===== config.mk =====
export PLATFORM = sky130hd
export DESIGN_NAME = txn_strobe_hub
export DESIGN_NICKNAME = d
export VERILOG_FILES = /design/src/rtl/txn_strobe_hub.sv
export SDC_FILE = /design/constraint.sdc
export NUM_CORES = 1
export LEC_CHECK = 0
export BUFFER_PORTS_ARGS = -buffer_cell sky130_fd_sc_hd__buf_2
export CAP_MARGIN = 20
export CORE_ASPECT_RATIO = 1.4
export CORE_MARGIN = 2
export CORE_UTILIZATION = 35
export CTS_CLUSTER_SIZE = 30
export DETAILED_ROUTE_END_ITERATION = 6
export SLEW_MARGIN = 20
export SYNTH_ARGS = -nofsm -noshare
export SYNTH_HDL_FRONTEND = slang
export SYNTH_SLANG_ARGS = --single-unit

===== constraint.sdc =====
create_clock -name clk -period 2.2 [get_ports clk]
set_clock_uncertainty 0.15 [all_clocks]
set_input_delay 0.22 -clock clk [delete_from_list [all_inputs] [get_ports clk]]
set_output_delay 0.22 -clock clk [all_outputs]
set_load 0.01 [all_outputs]

===== src/rtl/txn_strobe_hub.sv =====
module txn_strobe_hub #(
  parameter int N_CH  = 4,
  parameter int N_PER = 4,
  parameter int DW    = 8
) (
  input  logic                     clk,
  input  logic                     rst_n,
  input  logic                     pend_we,
  input  logic [$clog2(N_CH)-1:0]  pend_ch,
  input  logic                     pend_val,
  input  logic                     own_we,
  input  logic [$clog2(N_CH)-1:0]  own_ch,
  input  logic                     map_we,
  input  logic [$clog2(N_PER)-1:0] map_per,
  input  logic [$clog2(N_CH)-1:0]  map_ch,
  input  logic                     wsh_we,
  input  logic [$clog2(N_PER)-1:0] wsh_per,
  input  logic [DW-1:0]            wsh_data,
  input  logic                     hw_we,
  input  logic [$clog2(N_PER)-1:0] hw_per,
  input  logic [DW-1:0]            hw_data,
  input  logic [$clog2(N_PER)-1:0] rd_per,
  output logic [DW-1:0]            rd_data,
  output logic [N_PER*DW-1:0]      live_flat,
  output logic [N_CH-1:0]          pend_o,
  output logic [N_CH-1:0]          start_o,
  output logic [N_CH-1:0]          done_o,
  output logic                     fault_o
);
  localparam int CW = $clog2(N_CH);
  localparam int PW = $clog2(N_PER);

  logic [N_CH-1:0] pend_q, pend_d;
  logic [CW-1:0]   own_q;
  logic            own_vld, fault_q;
  logic [CW-1:0]   chan_all [N_PER];
  logic [DW-1:0]   rsh_all  [N_PER];
  logic            refuse;

  assign pend_o  = pend_q;
  assign start_o = pend_q & ~pend_d;
  assign done_o  = ~pend_q & pend_d;
  assign fault_o = fault_q;
  assign refuse  = own_vld && wsh_we && (chan_all[wsh_per] != own_q);
  assign rd_data = rsh_all[rd_per];

  always_ff @(posedge clk) begin
    if (!rst_n) begin
      pend_q  <= '0;
      pend_d  <= '0;
      own_q   <= '0;
      own_vld <= 1'b0;
      fault_q <= 1'b0;
    end else begin
      pend_d  <= pend_q;
      fault_q <= refuse;
      if (pend_we) pend_q[pend_ch] <= pend_val;
      if (own_we) begin
        own_q   <= own_ch;
        own_vld <= 1'b1;
      end
    end
  end

  for (genvar p = 0; p < N_PER; p++) begin : g_slot
    logic [CW-1:0] chan;
    logic [DW-1:0] live, rsh, wsh;
    logic          st, dn;

    assign st = start_o[chan];
    assign dn = done_o[chan];
    assign chan_all[p] = chan;
    assign rsh_all[p]  = rsh;
    assign live_flat[p*DW +: DW] = live;

    always_ff @(posedge clk) begin
      if (!rst_n) begin
        chan <= '0;
        live <= '0;
        rsh  <= '0;
        wsh  <= '0;
      end else begin
        if (map_we && map_per == PW'(p)) chan <= map_ch;
        if (st) rsh <= live;
        if (wsh_we && wsh_per == PW'(p) && !refuse) wsh <= wsh_data;
        if (dn) live <= wsh;
        else if (hw_we && hw_per == PW'(p)) live <= hw_data;
      end
    end
  end
endmodule



==> After elaboration in Yosys (flattened, before gate mapping) <==
Index checks and enable logic that the tools add are counted.
{ "word_totals": {"register_bits": 116, "input_bits": 38, "output_inout_bits": 53, "word_cells": 105} }
{ "op_classes": {"magnitude_cmp": 8, "n_eq_ne": 10, "mux": 33, "bitwise": 6, "reduce_logical": 27} }
{ "ops": {"columns": ["op", "n"], "rows": [
  ["two-way mux 8 bit", 10],
  ["logical AND 1 bit", 19],
  ["binary-select mux 1 bit (select 2 bit)", 8],
  ["binary-select mux 8 bit (select 2 bit)", 1],
  ["less-than comparator 2 x 3 -> 1 bit, second input constant", 5],
  ["equality test 2 bit, second input constant", 6],
  ["two-way mux 1 bit", 9],
  ["AND 4 bit", 2],
  ["inverter 4 bit", 2],
  ["nonzero test 2 bit", 4],
  ["equality test 2 x 1 -> 1 bit, second input constant", 3],
  [">= comparator 3 bit, second input constant", 2],
  ["logical NOT 2 bit", 3],
  ["inverter 2 -> 3 bit", 2],
  ["binary-select mux 2 bit (select 2 bit)", 1],
  ["bitwise mux 4 bit", 1],
  ["two-way mux 2 bit", 2],
  ["demux 1 bit (select 2 bit)", 1],
  [">= comparator 2 x 1 -> 1 bit, second input constant", 1],
  ["inequality test 2 bit", 1],
  ["logical NOT 1 bit", 1]
]} }

==> Longest topological paths before layout <==
Gate-level depths: netlist of the first run.
{ "logic_depth": {"depth_word": 8, "ltp_mapped": 5} }

==> Worst setup path before layout of the first run <==
OpenSTA, ideal clock, no wires.
{ "synth_path": {"path_type": "flip-flop to flip-flop", "start": "register g_slot[3].chan[1]", "end": "register g_slot[2].wsh[0]", "t_arrival_ns": 1.886, "slack_ns": 0.092, "stages_incl_launch_ff": 5, "n_path_buf": 0, "synth_period_minus_slack_ns": 2.108, "cell_sequence": "dfxtp_1 > mux4_2 > mux2i_2 > nor4_4 > mux2i_1"} }
{ "synth_via": {"elab_chain_len": 7} }
{ "synth_lines": {"columns": ["item", "line", "rtl"], "rows": [
  ["from (decl)", "66", "logic [CW-1:0] chan;"],
  ["from (signal assigned)", "83", "if (map_we && map_per == PW'(p)) chan <= map_ch;"],
  ["binary-select mux 2 bit (select 2 bit)", "44", "assign refuse = own_vld && wsh_we && (chan_all[wsh_per] != own_q);"],
  ["two-way mux 2 bit (implied by the code) (2 in a row)", "44", null],
  ["inequality test 2 bit", "44", null],
  ["logical AND 1 bit", "44", null],
  ["logical NOT 1 bit", "85", "if (wsh_we && wsh_per == PW'(p) && !refuse) wsh <= wsh_data;"],
  ["logical AND 1 bit", "85", null],
  ["to (signal assigned)", "85", null],
  ["to (decl)", "67", "logic [DW-1:0] live, rsh, wsh;"]
]} }
No other way between the ends. The select of a mux whose other input is x is not followed.
A chain may end at the register's enable or synchronous reset.

==> Worst setup path in the final report of the first run <==
{ "layout_path": {"start": "register g_slot[0].chan[1]", "end": "register g_slot[2].wsh[1]"} }
{ "layout_via": {"elab_chain_len": 7} }
{ "layout_lines": {"columns": ["item", "line"], "rows": [
  ["from (decl)", "66"],
  ["from (signal assigned)", "83"],
  ["binary-select mux 2 bit (select 2 bit)", "44"],
  ["two-way mux 2 bit (implied by the code) (2 in a row)", "44"],
  ["inequality test 2 bit", "44"],
  ["logical AND 1 bit", "44"],
  ["logical NOT 1 bit", "85"],
  ["logical AND 1 bit", "85"]
]} }
No other way between the ends. The select of a mux whose other input is x is not followed.

==> metrics.yaml, run 1 <==
logic_synthesis:
  seq_area_frac_synth: 0.451
  syn-instance-count: 465
  synth_nets: 503
  synthDistinctLibCells: 20
  synth_seq_cells: 116
  postSynthAreaPerCell_um2: 11.1
  synth_area_mm2: 0.00515
  synth_warnings: 0
global_routing:
  use_met2: 0.365
  use_met3: 0.0410
  busiest_layer: "met2"
  grt-ovfl-total: 0
  grt_pass1_vias: 3934
  antenna_found_initial: 0
  grt_pass1_wl_mm: 22.6
  use_met1: 0.215
  grt.total_usage: 0.193
  grt_max_degree: 66
cells_and_area:
  drive_above_1_share: 0.271
  n_antenna_cell: 0
  syn_to_final_growth_pct: 26.7
  multi_input_comb_area_mm2: 0.00272
  fin_util: 0.452
  nets: 610
  fillers: 1374
  ff_latch_area_mm2: 0.00232
  stdcell_count: 771
routing:
  drt_iter0_markers: 220
  detail_route.wl_per_cell_um: 19.2
  first_pass_iters: 4
  ant_nets: 0
  routed-via-count: 3836
  vias_per_cell: 4.98
  wirelength_mm: 14.8
  drc: 0
power:
  total_power_w: 0.00521
  power.density_mw_per_mm2: 798
  power.leakage_nw: 3.12
  irDropWorstVdd_mv: 0.493
floorplan:
  fp-row-count: 52
  fp.dieW_um: 107
  initial_core_util: 0.357
  io_pins: 91
  core_mm2: 0.0144
  design.die.area_mm2: 0.0157
  die_y_um: 148
worst_setup_path:
  critical_path_class: "reg2reg"
  path_max_fanout: 8
  cp.arrival_ns: 2.25
  cp.required_ns: 2.32
  cp-start-kind: "flip-flop"
  cp-end-kind: "flip-flop"
sta:
  maxClockFrequency_mhz: 471
  timing.final.crit_period_ns: 2.12
  tns_ns: 0
  slew_headroom: 0.498
  rsz0062_at_grt: "false"
  slew_viol_final: 0
  worst_pin_slew_ns: 0.738
  hold_viol: 0
  finalCritPeriodShare: 0.965
  setup_violations: 0
cts:
  cts.path.max_buffers: 2
  postCtsSetupBuffers: 0
  ctsRootBufferMaster: "clkbuf_16"
  cts_buffers: 17
  clk-insertion-delay-late_ns: 0.40
  htreeDepth: 4
  clkTransAtPathRegs_ns: 0.05
  cts_sinks: 116
  cts_tree: "yes"
placement:
  placedCellCount: 735
  port_buffers: 90
  dp_hpwl_mm: 11.3
  place_congestion: 0.847
run_status:
  status: "completed"
job:
  maxCapViolCount: 0
min_path:
  hold_path.class: "in2reg"
==> registers in the layout, summed over array words and instances, names as in the netlist <==
name / count
own_q: 2
g_slot.rsh: 32
g_slot.chan: 8
pend_d: 4
g_slot.live: 32
fault_o: 1
pend_o: 4
own_vld: 1
g_slot.wsh: 32
==> critical path, cell delays in order (launching register included) <==
cell	delay (ns)
dfxtp_1	0.31
mux4_2	0.47
mux2i_2	0.63
nor4_4	0.12
buf_12	0.18
mux2i_1	0.12
==> cells in the final DEF, fill, tap and decap left out, types with 7 or more instances in the layout <==
master         instances
dfxtp_1              116
mux2i_1              110
buf_2                 89
nand2_1               76
nor2b_1               50
o211a_1               33
mux4_2                17
clkbuf_16             17
buf_4                 16
dlygate4sd3_1          7
==> worst paths after layout <==
check	start	to	slack, ns	depth (start not counted)
setup reg to reg	g_slot[0].chan[1]$_SDFFE_PN0P_	g_slot[2].wsh[1]$_SDFFE_PN0P_	0.08	5
hold / removal	pend_ch[1]	pend_o[3]$_SDFFE_PN0P_	0.06	4
hold reg to reg	g_slot[3].wsh[2]$_SDFFE_PN0P_	g_slot[3].wsh[2]$_SDFFE_PN0P_	0.31	2
setup / recovery	g_slot[0].chan[1]$_SDFFE_PN0P_	g_slot[2].wsh[1]$_SDFFE_PN0P_	0.08	5
==> metal layers <==
layer / wire length, µm / share of wire
met4: 195 / 0.013
met5: 0 / 0
met2: 8120 / 0.55
met3: 615 / 0.042
met1: 5850 / 0.40
==> area by class of cell <==
| class | count | share of cell area |
|---|---|---|
| multi-input combinational | 317 | 0.416 |
| sequential | 116 | 0.356 |
| timing repair buffer | 115 | 0.107 |
| clock buffer | 25 | 0.0790 |
| tap | 189 | 0.0362 |
| clock inverter | 4 | 0.00345 |
| inverter | 5 | 0.00288 |
==> cell usage after synthesis <==
cell / instances / area (µm²)
nor3b_1: 3 / 22.5
mux2i_2: 2 / 27.5
buf_1: 3 / 11.3
and2_1: 4 / 25.0
mux4_2: 17 / 383
nor2_1: 1 / 3.75
o211a_1: 33 / 330
nand3b_1: 5 / 37.5
mux4_1: 1 / 26.3
inv_1: 5 / 18.8
nor4_4: 4 / 85.1
o21a_1: 1 / 7.51
or2b_1: 1 / 7.51
nand3_1: 3 / 15.0
nand2_1: 76 / 285
nand2b_1: 6 / 37.5
nor2b_1: 50 / 313
clkbuf_1: 24 / 90.1
dfxtp_1: 116 / 2320
mux2i_1: 110 / 1100
==> through the flow <==
step | hold WS [ns] | cell area, µm² | setup slack, ns
after floorplan | 0.180 | 5150 | 0.0922
after global placement | 0.293 | 5910 | -0.0105
after detailed placement | 0.301 | 5910 | -0.0835
after CTS | 0.0503 | 6520 | 0.0351
after global routing | 0.0760 | 6530 | 0.0303
final | 0.0604 | 6530 | 0.0763
==> cell families (layout without fill, tap and decap cells) <==
| logic type | Yosys count | count (layout) | share of synthesized area |
|---|---|---|---|
| simple gates | 153 | 153 | 0.162 |
| mux | 130 | 130 | 0.299 |
| flops | 116 | 116 | 0.451 |
| compound gates | 34 | 34 | 0.0656 |
| buf+inv | 32 | 149 | 0.0233 |
==> power breakdown <==
part           internal [W]  switching, W  leakage, nW
Clock               0.00159      0.000894        0.267
Sequential          0.00218     0.0000661        0.941
Combinational      0.000227      0.000257         1.92
==> repair_timing <==
item	CTS	global route
endpoints found under the hold margin	14	0
resized for setup	0	1
hold buffers	7	0
endpoints found under the setup margin	0	18
Power figures use the tool's default switching activity.
==> inputs of run 2 (changes only) <==
Clock period 2.2 ns to 2.5 ns, I/O delays scaled along.
==> run 2 against run 1 <==
Compared with the run above:
- global-route usage is 0.33 points higher
- wire length rose by 1.7%
- clock power increased by 4%
- largest cell class unchanged
- highest routed layer unchanged
==> metrics.yaml, run 2 (synthesis results as in run 1) <==
run_status:
  status: "completed"  # unchanged
floorplan:
  fp-row-count: 52  # unchanged
  initial_core_util: 0.357  # unchanged
  io_pins: 91  # unchanged
  fp.dieW_um: 107  # unchanged
  design.die.area_mm2: 0.0157  # unchanged
  die_y_um: 148  # unchanged
  core_mm2: 0.0144  # unchanged
global_routing:
  grt-ovfl-total: 0  # unchanged
  grt_pass1_vias: 4045  # was 3934
  antenna_found_initial: 0  # unchanged
  grt.total_usage: 0.197  # was 0.193
  grt_max_degree: 40  # was 66
  grt_pass1_wl_mm: 22.9  # was 22.6 mm
power:
  power.density_mw_per_mm2: 764  # was 798 mW/mm²
  power.leakage_nw: 3.09  # was 3.12 nW
  irDropWorstVdd_mv: 0.413  # was 0.493 mV
cells_and_area:
  syn_to_final_growth_pct: 26.2  # was 26.7%
  n_antenna_cell: 0  # unchanged
  mostFrequentLayoutCells: "116 x dfxtp_1, 110 x mux2i_1, 89 x buf_2"  # unchanged
  stdcell_count: 763  # was 771
  drive_above_1_share: 0.268  # was 0.271
  final_common_cell: "dfxtp_1"  # unchanged
  nets: 599  # was 610
  reg_top3: "g_slot.live x32, g_slot.rsh x32, g_slot.wsh x32"  # unchanged
sta:
  rsz0062_at_grt: "false"  # unchanged
  slew_headroom: 0.525  # was 0.498
  tns_ns: 0  # unchanged
  worst_pin_slew_ns: 0.699  # was 0.738 ns
  finalCritPeriodShare: 0.898  # was 0.965
  timing.final.crit_period_ns: 2.25  # was 2.12 ns
  maxClockFrequency_mhz: 445  # was 471 MHz
  hold_viol: 0  # unchanged
  slew_viol_final: 0  # unchanged
  setup_violations: 0  # unchanged
cts:
  ctsRootBufferMaster: "clkbuf_16"  # unchanged
  cts.path.max_buffers: 2  # unchanged
  cts_buffers: 17  # unchanged
  cts_resized: 0  # unchanged
  cts_sinks: 116  # unchanged
  cts_tree: "yes"  # unchanged
  clk-insertion-delay-late_ns: 0.41  # was 0.40 ns
  htreeDepth: 4  # unchanged
  clkTransAtPathRegs_ns: 0.05  # about the same
routing:
  detail_route.wl_per_cell_um: 19.7  # was 19.2 µm
  wirelength_mm: 15.0  # was 14.8 mm
  ant_nets: 0  # unchanged
  drc: 0  # unchanged
  first_pass_iters: 5  # was 4
  drt_iter0_markers: 251  # was 220
  routed-via-count: 3833  # was 3836
  vias_per_cell: 5.02  # was 4.98
worst_setup_path:
  reg2reg_from: "g_slot[2].chan[1]$_SDFFE_PN0P_"  # was g_slot[0].chan[1]$_SDFFE_PN0P_
  critical_path_class: "reg2reg"  # unchanged
  crit_start: "g_slot[2].chan[1]$_SDFFE_PN0P_"  # was g_slot[0].chan[1]$_SDFFE_PN0P_
  cp.required_ns: 2.66  # was 2.32 ns
  cp.arrival_ns: 2.41  # was 2.25 ns
  cp-end-kind: "flip-flop"  # unchanged
  crit_end: "g_slot[2].wsh[4]$_SDFFE_PN0P_"  # was g_slot[2].wsh[1]$_SDFFE_PN0P_
  cp-start-kind: "flip-flop"  # unchanged
  rrSetupSlack_ns: 0.25  # was 0.08 ns
  worst_r2r_path_depth: 5  # unchanged
  worst_r2r_endpoint: "g_slot[2].wsh[4]$_SDFFE_PN0P_"  # was g_slot[2].wsh[1]$_SDFFE_PN0P_
  path_max_fanout: 8  # unchanged
placement:
  dp_hpwl_mm: 11.3  # about the same
  port_buffers: 90  # unchanged
  place_congestion: 0.832  # was 0.847
  placedCellCount: 726  # was 735
min_path:
  hold_path.startpoint: "map_ch[0]"  # was pend_ch[1]
  hold_path.class: "in2reg"  # unchanged
job:
  maxCapViolCount: 0  # unchanged
[run 2: cell types whose count changed in the layout (fill, tap and decap cells not counted), sizes merged]
cell / previous run / this run
dlygate4sd3: 7 / 5
clkinv: 3 / 4
clkinvlp: 1 / 4
buf: 108 / 99
clkbuf: 25 / 20
bufinv: 0 / 4
[run 2: layout make-up]
class                   count  area [µm²]
clock buffers              20         467
clock inverters            12         178
fillers                  1371        7940
inverters                   5        18.8
multi-input cells         317        2710
flip-flops and latches    116        2320
well taps                 189         236
repair buffers            104         571
[run 2: how the worst min path moves through the flow]
stage / end / slack [ns] / cells past startpoint
2_1_floorplan: own_vld$_SDFFE_PN0P_ / 0.21 / 1
3_3_place_gp: g_slot[2].wsh[2]$_SDFFE_PN0P_ / 0.29 / 2
3_5_place_dp: g_slot[3].wsh[3]$_SDFFE_PN0P_ / 0.30 / 2
4_1_cts: g_slot[1].chan[1]$_SDFFE_PN0P_ / 0.02 / 3
5_1_grt: g_slot[1].chan[0]$_SDFFE_PN0P_ / 0.04 / 3
6_report: g_slot[1].chan[0]$_SDFFE_PN0P_ / 0.04 / 3
[run 2: critical path: stages (launching register included)]
cell and delay, ns:
dfxtp_1 0.37, mux4_2 0.50, mux2i_2 0.60, nor4_4 0.10, buf_4 0.21, mux2i_1 0.22
[run 2: what timing repair did]
| item | in CTS | in global routing |
|---|---|---|
| buffers inserted | 0 | 0 |
| hold buffers | 5 | 0 |
| endpoints found under the hold margin | 6 | 0 |
[run 2: metal layers]
metal	up-vias	GRT usage	part of all wire
met5	-	0	0
met4	0	0.101	0.035
met3	25	0.0348	0.039
met2	108	0.362	0.53
met1	1857	0.213	0.40
li1	1843	-	-
[run 2: power by group]
| part | internal [W] | total (W) | switching [W] |
|---|---|---|---|
| clock network | 0.00174 | 0.00259 | 0.000841 |
| registers | 0.00191 | 0.00198 | 0.0000636 |
| logic | 0.000186 | 0.000407 | 0.000221 |
| total | 0.00384 | 0.00497 | 0.00113 |
[run 2: through the flow]
step / hold slack (ns) / utilization / cell area [µm²] / worst slack (ns) / power, W
2_1_floorplan: 0.210 / - / 5150 / 0.392 / 0.00224
4_1_cts: 0.0211 / 0.450 / 6500 / 0.269 / 0.00501
6_report: 0.0401 / 0.450 / 6500 / 0.255 / 0.00497
3_3_place_gp: 0.292 / 0.402 / 5810 / 0.274 / 0.00241
3_5_place_dp: 0.302 / 0.402 / 5810 / 0.220 / 0.00242
5_1_grt: 0.0364 / 0.450 / 6500 / 0.205 / 0.00513
